===== config.mk =====
export PLATFORM = sky130hd
export DESIGN_NAME = bidir_shift_reg
export DESIGN_NICKNAME = d
export VERILOG_FILES = /design/src/rtl/bsr_pkg.sv /design/src/rtl/bsr_stage_mux.sv /design/src/rtl/bsr_state_reg.sv /design/src/rtl/bsr_port_ctrl.sv /design/src/rtl/bidir_shift_reg.sv
export SDC_FILE = /design/constraint.sdc
export NUM_CORES = 1
export LEC_CHECK = 0
export ABC_AREA = 0
export CORE_UTILIZATION = 32
export DETAILED_ROUTE_END_ITERATION = 10
export GPL_ROUTABILITY_DRIVEN = 0
export PLACE_DENSITY = 0.79
export SLEW_MARGIN = 5
export SYNTH_ARGS = -nofsm -noshare
export SYNTH_HDL_FRONTEND = slang
export SYNTH_SLANG_ARGS = --single-unit

===== constraint.sdc =====
create_clock -name clk -period 3 [get_ports clk]
set_clock_uncertainty 0.2 [all_clocks]
set_input_delay 0.75 -clock clk [delete_from_list [all_inputs] [get_ports clk]]
set_output_delay 0.75 -clock clk [all_outputs]
set_load 0.1 [all_outputs]

===== src/rtl/bsr_pkg.sv =====
package bsr_pkg;

  typedef enum logic [1:0] {
    MODE_HOLD = 2'b00,
    MODE_SHL  = 2'b01,
    MODE_SHR  = 2'b10,
    MODE_LOAD = 2'b11
  } bsr_mode_e;

endpackage


===== src/rtl/bsr_stage_mux.sv =====
module bsr_stage_mux
  import bsr_pkg::*;
#(
  parameter int W = 8
) (
  input  bsr_mode_e      mode,
  input  logic [W-1:0]   q,
  input  logic [W-1:0]   bus_in,
  input  logic           shl_in,
  input  logic           shr_in,
  output logic [W-1:0]   d
);

  localparam int TOP = W - 1;

  for (genvar i = 0; i < W; i++) begin : g_stage
    logic from_upper;
    logic from_lower;
    logic nxt;

    if (i == TOP) begin : g_top
      assign from_upper = shl_in;
    end else begin : g_mid_u
      assign from_upper = q[i+1];
    end

    if (i == 0) begin : g_bot
      assign from_lower = shr_in;
    end else begin : g_mid_l
      assign from_lower = q[i-1];
    end

    always_comb begin
      case (mode)
        MODE_HOLD: nxt = q[i];
        MODE_SHL:  nxt = from_upper;
        MODE_SHR:  nxt = from_lower;
        MODE_LOAD: nxt = bus_in[i];
        default:   nxt = q[i];
      endcase
    end

    assign d[i] = nxt;
  end

endmodule


===== src/rtl/bsr_state_reg.sv =====
module bsr_state_reg #(
  parameter int W = 8
) (
  input  logic         clk,
  input  logic         clr_n,
  input  logic [W-1:0] d,
  output logic [W-1:0] q
);

  always_ff @(posedge clk or negedge clr_n) begin
    if (!clr_n) q <= '0;
    else        q <= d;
  end

endmodule


===== src/rtl/bsr_port_ctrl.sv =====
module bsr_port_ctrl
  import bsr_pkg::*;
(
  input  bsr_mode_e mode,
  input  logic      oe_a_n,
  input  logic      oe_b_n,
  output logic      drive
);

  logic enables_on;
  logic loading;

  assign enables_on = ~oe_a_n & ~oe_b_n;
  assign loading    = (mode == MODE_LOAD);
  assign drive      = enables_on & ~loading;

endmodule


===== src/rtl/bidir_shift_reg.sv =====
module bidir_shift_reg
  import bsr_pkg::*;
#(
  parameter int W = 8
) (
  input  logic         clk,
  input  logic         clr_n,
  input  logic [1:0]   mode,
  input  logic         oe_a_n,
  input  logic         oe_b_n,
  input  logic [W-1:0] bus_in,
  output logic [W-1:0] bus_out,
  output logic         bus_drive,
  input  logic         shl_in,
  input  logic         shr_in,
  output logic         first_out,
  output logic         last_out
);

  localparam int TOP = W - 1;

  bsr_mode_e    mode_e;
  logic [W-1:0] q;
  logic [W-1:0] d;

  assign mode_e = bsr_mode_e'(mode);

  bsr_stage_mux #(.W(W)) u_mux (
    .mode   (mode_e),
    .q      (q),
    .bus_in (bus_in),
    .shl_in (shl_in),
    .shr_in (shr_in),
    .d      (d)
  );

  bsr_state_reg #(.W(W)) u_reg (
    .clk   (clk),
    .clr_n (clr_n),
    .d     (d),
    .q     (q)
  );

  bsr_port_ctrl u_port (
    .mode   (mode_e),
    .oe_a_n (oe_a_n),
    .oe_b_n (oe_b_n),
    .drive  (bus_drive)
  );

  assign bus_out   = q;
  assign first_out = q[0];
  assign last_out  = q[TOP];


  hold_stable_chk: assert property (@(posedge clk) disable iff (!clr_n)
    (mode_e == MODE_HOLD) |=> $stable(bus_out));


  shift_low_chk: assert property (@(posedge clk) disable iff (!clr_n)
    (mode_e == MODE_SHL) |=> bus_out == {$past(shl_in), $past(bus_out[TOP:1])});


  shift_high_chk: assert property (@(posedge clk) disable iff (!clr_n)
    (mode_e == MODE_SHR) |=> bus_out == {$past(bus_out[TOP-1:0]), $past(shr_in)});


  load_chk: assert property (@(posedge clk) disable iff (!clr_n)
    (mode_e == MODE_LOAD) |=> bus_out == $past(bus_in));


  load_release_chk: assert property (@(posedge clk) disable iff (!clr_n)
    (mode_e == MODE_LOAD) |-> !bus_drive);


  clear_hold_chk: assert property (@(posedge clk)
    !clr_n |-> (bus_out == '0));

endmodule


## Word-level counts from Yosys, hierarchy flattened

Index checks and enable logic that the tools add are counted.

- Add/sub/neg operators: 0
- $mul: 0
- Div/mod/pow operators: 0
- Reduce and logical (&&, ||, !) cells: 1
- Bitwise gates (word level): 5
- Shift-type cells: 0
- Order comparisons: 0
- Mux-type cells: 8
- Equality and inequality tests: 3

Operators with widths:

| operator | count |
|---|---|
| one-hot mux 1 bit (3 select lines) | 8 |
| equality test 2 bit, second input constant | 2 |
| NOT 1 bit | 3 |
| AND 1 bit | 2 |
| equality test 2 x 1 -> 1 bit, second input constant | 1 |
| zero test 2 bit | 1 |

- Input port bits: 16
- Bits in latches: 0
- Word-level logic and storage cells: 18
- Bits in read-only memories: 0
- Bits in writable memories: 0
- Output and inout port bits: 11
- Memories: 0
- Flip-flop bits (word level): 8

## Longest topological paths before layout

- Depth in word-level cells: 3
- Gate-level depth with buffers: 2
- Mapped depth without buffers: 1

## Hierarchy

Synthesis repeated with hierarchy kept, for this count alone.

- Cells, all modules: 29
- Area, all modules: 490.5 sq um

By module, submodules not included:

| module | times used | sequential area each (sq um) | cells an instance | area an instance (sq um) |
|---|---|---|---|---|
| bsr_stage_mux | 1 | 0.0 | 18 | 262.8 |
| bsr_state_reg | 1 | 200.2 | 8 | 200.2 |
| bidir_shift_reg | 1 | 0.0 | 2 | 15.0 |
| bsr_port_ctrl | 1 | 0.0 | 1 | 12.5 |

## Least setup slack after synthesis

OpenSTA, ideal clock, no wires.

- Kind: input to output
- Start point: in mode[0]
- End point: out bus_drive
- Data arrival time: 3.149 ns
- Required time: 2.050 ns
- Stages on the path: 2
- Path slack: -1.099 ns
- Path buffers: 1
- Cells stage by stage: buf_6 a211oi_1

- Longest elaborated chain between the ends: 3

RTL lines:

| element | line | source |
|---|---|---|
| start, declared | bidir_shift_reg.sv:8 | `input logic [1:0] mode,` |
| equality test 2 bit | bsr_port_ctrl.sv:14 | `assign loading = (mode == MODE_LOAD);` |
| NOT 1 bit | bsr_port_ctrl.sv:15 | `assign drive = enables_on & ~loading;` |
| AND 1 bit | bsr_port_ctrl.sv:15 |  |
| end, declared | bidir_shift_reg.sv:13 | `output logic bus_drive,` |

Every way passes these cells.

## Worst setup path after layout

Ends and elaborated chain as after synthesis.

==> metrics.yaml <==
clock_network:
  post_cts_buffers: 0
  cts_tree: "built"
  cts_resized: 0
  cts_sinks: 8
  clkTransAtPathRegs_ps: 50
  root_buffer: "clkbuf_4"
  insertion_delay_ps: 250
  clock_path_buffers: 2
  hold_buffers: 0
  ctsHtreeMaxLevel: 1
  numCtsBuffers: 3
worst_setup_path:
  arrival_ps: 1730
  r2r_cells: 1
  reg2reg_to: "u_reg.q[6]"
  start_kind: "primary input"
  max_stage_delay_ps: 460
  worstPathRequired_ps: 2050
  reg2reg_from: "u_reg.q[6]"
  path_depth: 3
  cp_slowest_cell: "clkdlybuf4s50_1"
  r2r_slack_ps: 1780
  crit_type: "primary input to output pin"
  end_kind: "output pin"
  cp_cell_sequence: "clkdlybuf4s50_1, a211oi_4, buf_12"
  critPathTopFamily: "buffers and inverters"
  critical_path_buf_inv_count: 2
  critPathMaxFanout: 2
worst_hold_path:
  min_path_cells: 1
  hold_class: "flip-flop to flip-flop"
  hold_start: "u_reg.q[7]"
  whs_endpoint: "u_reg.q[7]"
grt:
  antenna_found_initial: 0
  grt.total_usage_pct: 19.1
  grt_start_max_net_pins: 9
  grt_pass1_wl_mm: 1.81
  grt_overflow_total: 0
  grt_pass1_vias: 378
job:
  maxCapViolCount: 0
yosys:
  synth_cell_types: 5
  syn_avg_cell_area_um2: 20.3
  syn_inst: 21
  yosysSeqAreaShare_pct: 47.1
  syn-cell-area_um2: 425
  synth_top_area_share_pct: 47.1
  synth_seq_cells: 8
  yosysWarnings: 0
  syn-num-nets: 37
  yosys-top-cells-area: "dfrtp_1 47%, mux4_2 42%, buf_6 5.3%, buf_4 3.5%, a211oi_1 1.8%"
  synth.largest_area_cell: "dfrtp_1"
die:
  initial_core_util_pct: 36.3
  fp.dieH_um: 38.5
  die_x_um: 38.5
  rows: 12
  coreArea_um2: 1170
  die_area_um2: 1480
  io-pin-count: 27
layout:
  largest_registers: "u_reg.q (8)"
  drive_gt1_share_pct: 52.1
  largest-register: "u_reg.q"
  largest_register_ffs: 8
  diodes: 0
  final_util_pct: 59.8
  seqCellArea_um2: 200
  multiInputGateArea_um2: 200
  filler_cell_count: 105
  fin_nets: 66
  area.growth.synth_to_final_pct: 64.7
timing:
  relSlewSlack_pct: 76.4
  final.setup.worst_slack_ps: 323
  finalHoldViolCount: 0
  period_minus_slack_ps: 2680
  fmax_mhz: 373
  finalSetupTns_ps: 0
  rsz0062_at_grt: "false"
  maxSlewViolCount: 0
  worst_pin_slew_ps: 353
  timing.hold.ws_ps: 446
  setup_viol: 0
  fin_crit_sh_pct: 89.2
pwr:
  ir_drop_mv: 0.565
  leakage_nw: 0.286
  power-per-cell-area_nw_per_um2: 822
detailed_routing:
  ant_nets: 0
  firstDrtPassIters: 4
  wl_per_cell_um: 15.7
  vias: 321
  viasPerCell: 5.18
  drtIter0Drc: 2
  wirelength_um: 971
  drcViolationCount: 0
placed_design:
  pre_cts_slack_ps: 319
  dpl.hpwl_um: 792
  io_buffers: 26
outcome:
  outcome: "completed"
==> worst max-delay path by stage <==
stage                endpoint     from  slack [ps]
floorplan           bus_drive  mode[1]         280
global placement    bus_drive  mode[0]         340
detailed placement  bus_drive  mode[0]         320
CTS                 bus_drive  mode[0]         310
global route        bus_drive  mode[0]         280
finish              bus_drive  mode[0]         320
==> kinds of logic after synthesis <==
logic type             synth area share [%]
AOI/OAI and AO/OA                      1.77
buffers and inverters                  8.82
DFF                                    47.1
muxes                                  42.4
==> final cells by class <==
cell class / instances / share of cell area (%)
Sequential cell: 8 / 28.6
Multi-Input combinational cell: 9 / 28.6
Clock buffer: 3 / 3.21
Tap cell: 14 / 2.50
Timing Repair Buffer: 28 / 37.1
==> per-layer routing <==
layer  routed length [um]  up-vias  GRT usage [%]
met3                   47        2           3.49
met4                   14        0           12.9
met2                  520       17           29.2
met5                    0        -              0
met1                  389      160           24.5
li1                     -      142              -
==> cells in the final DEF, fill, tap and decap left out, drive strengths merged <==
cell type and count:
dfrtp 8, buf 13, clkbuf 3, mux4 8
clkdlybuf4s50 15, a211oi 1
==> Yosys cell counts, drive strengths merged <==
master	count
dfrtp	8
buf	4
a211oi	1
mux4	8
==> power breakdown <==
part / switching (mW) / internal, mW / leakage, nW / total [mW]
combinational: 0.245 / 0.0936 / 0.179 / 0.339
sequential: 0.0260 / 0.132 / 0.0937 / 0.158
clock: 0.0343 / 0.0456 / 0.0138 / 0.0799
total: 0.305 / 0.271 / 0.286 / 0.576
==> through the flow <==
| stage | power (mW) | cell area, um2 | cells |
|---|---|---|---|
| after floorplan | 0.420 | 438 | 21 |
| after global placement | 0.492 | 678 | 59 |
| after detailed placement | 0.500 | 678 | 59 |
| after CTS | 0.582 | 701 | 62 |
| after global routing | 0.599 | 701 | 62 |
| final | 0.576 | 701 | 62 |
No activity file was read; power rests on OpenSTA's default activity.
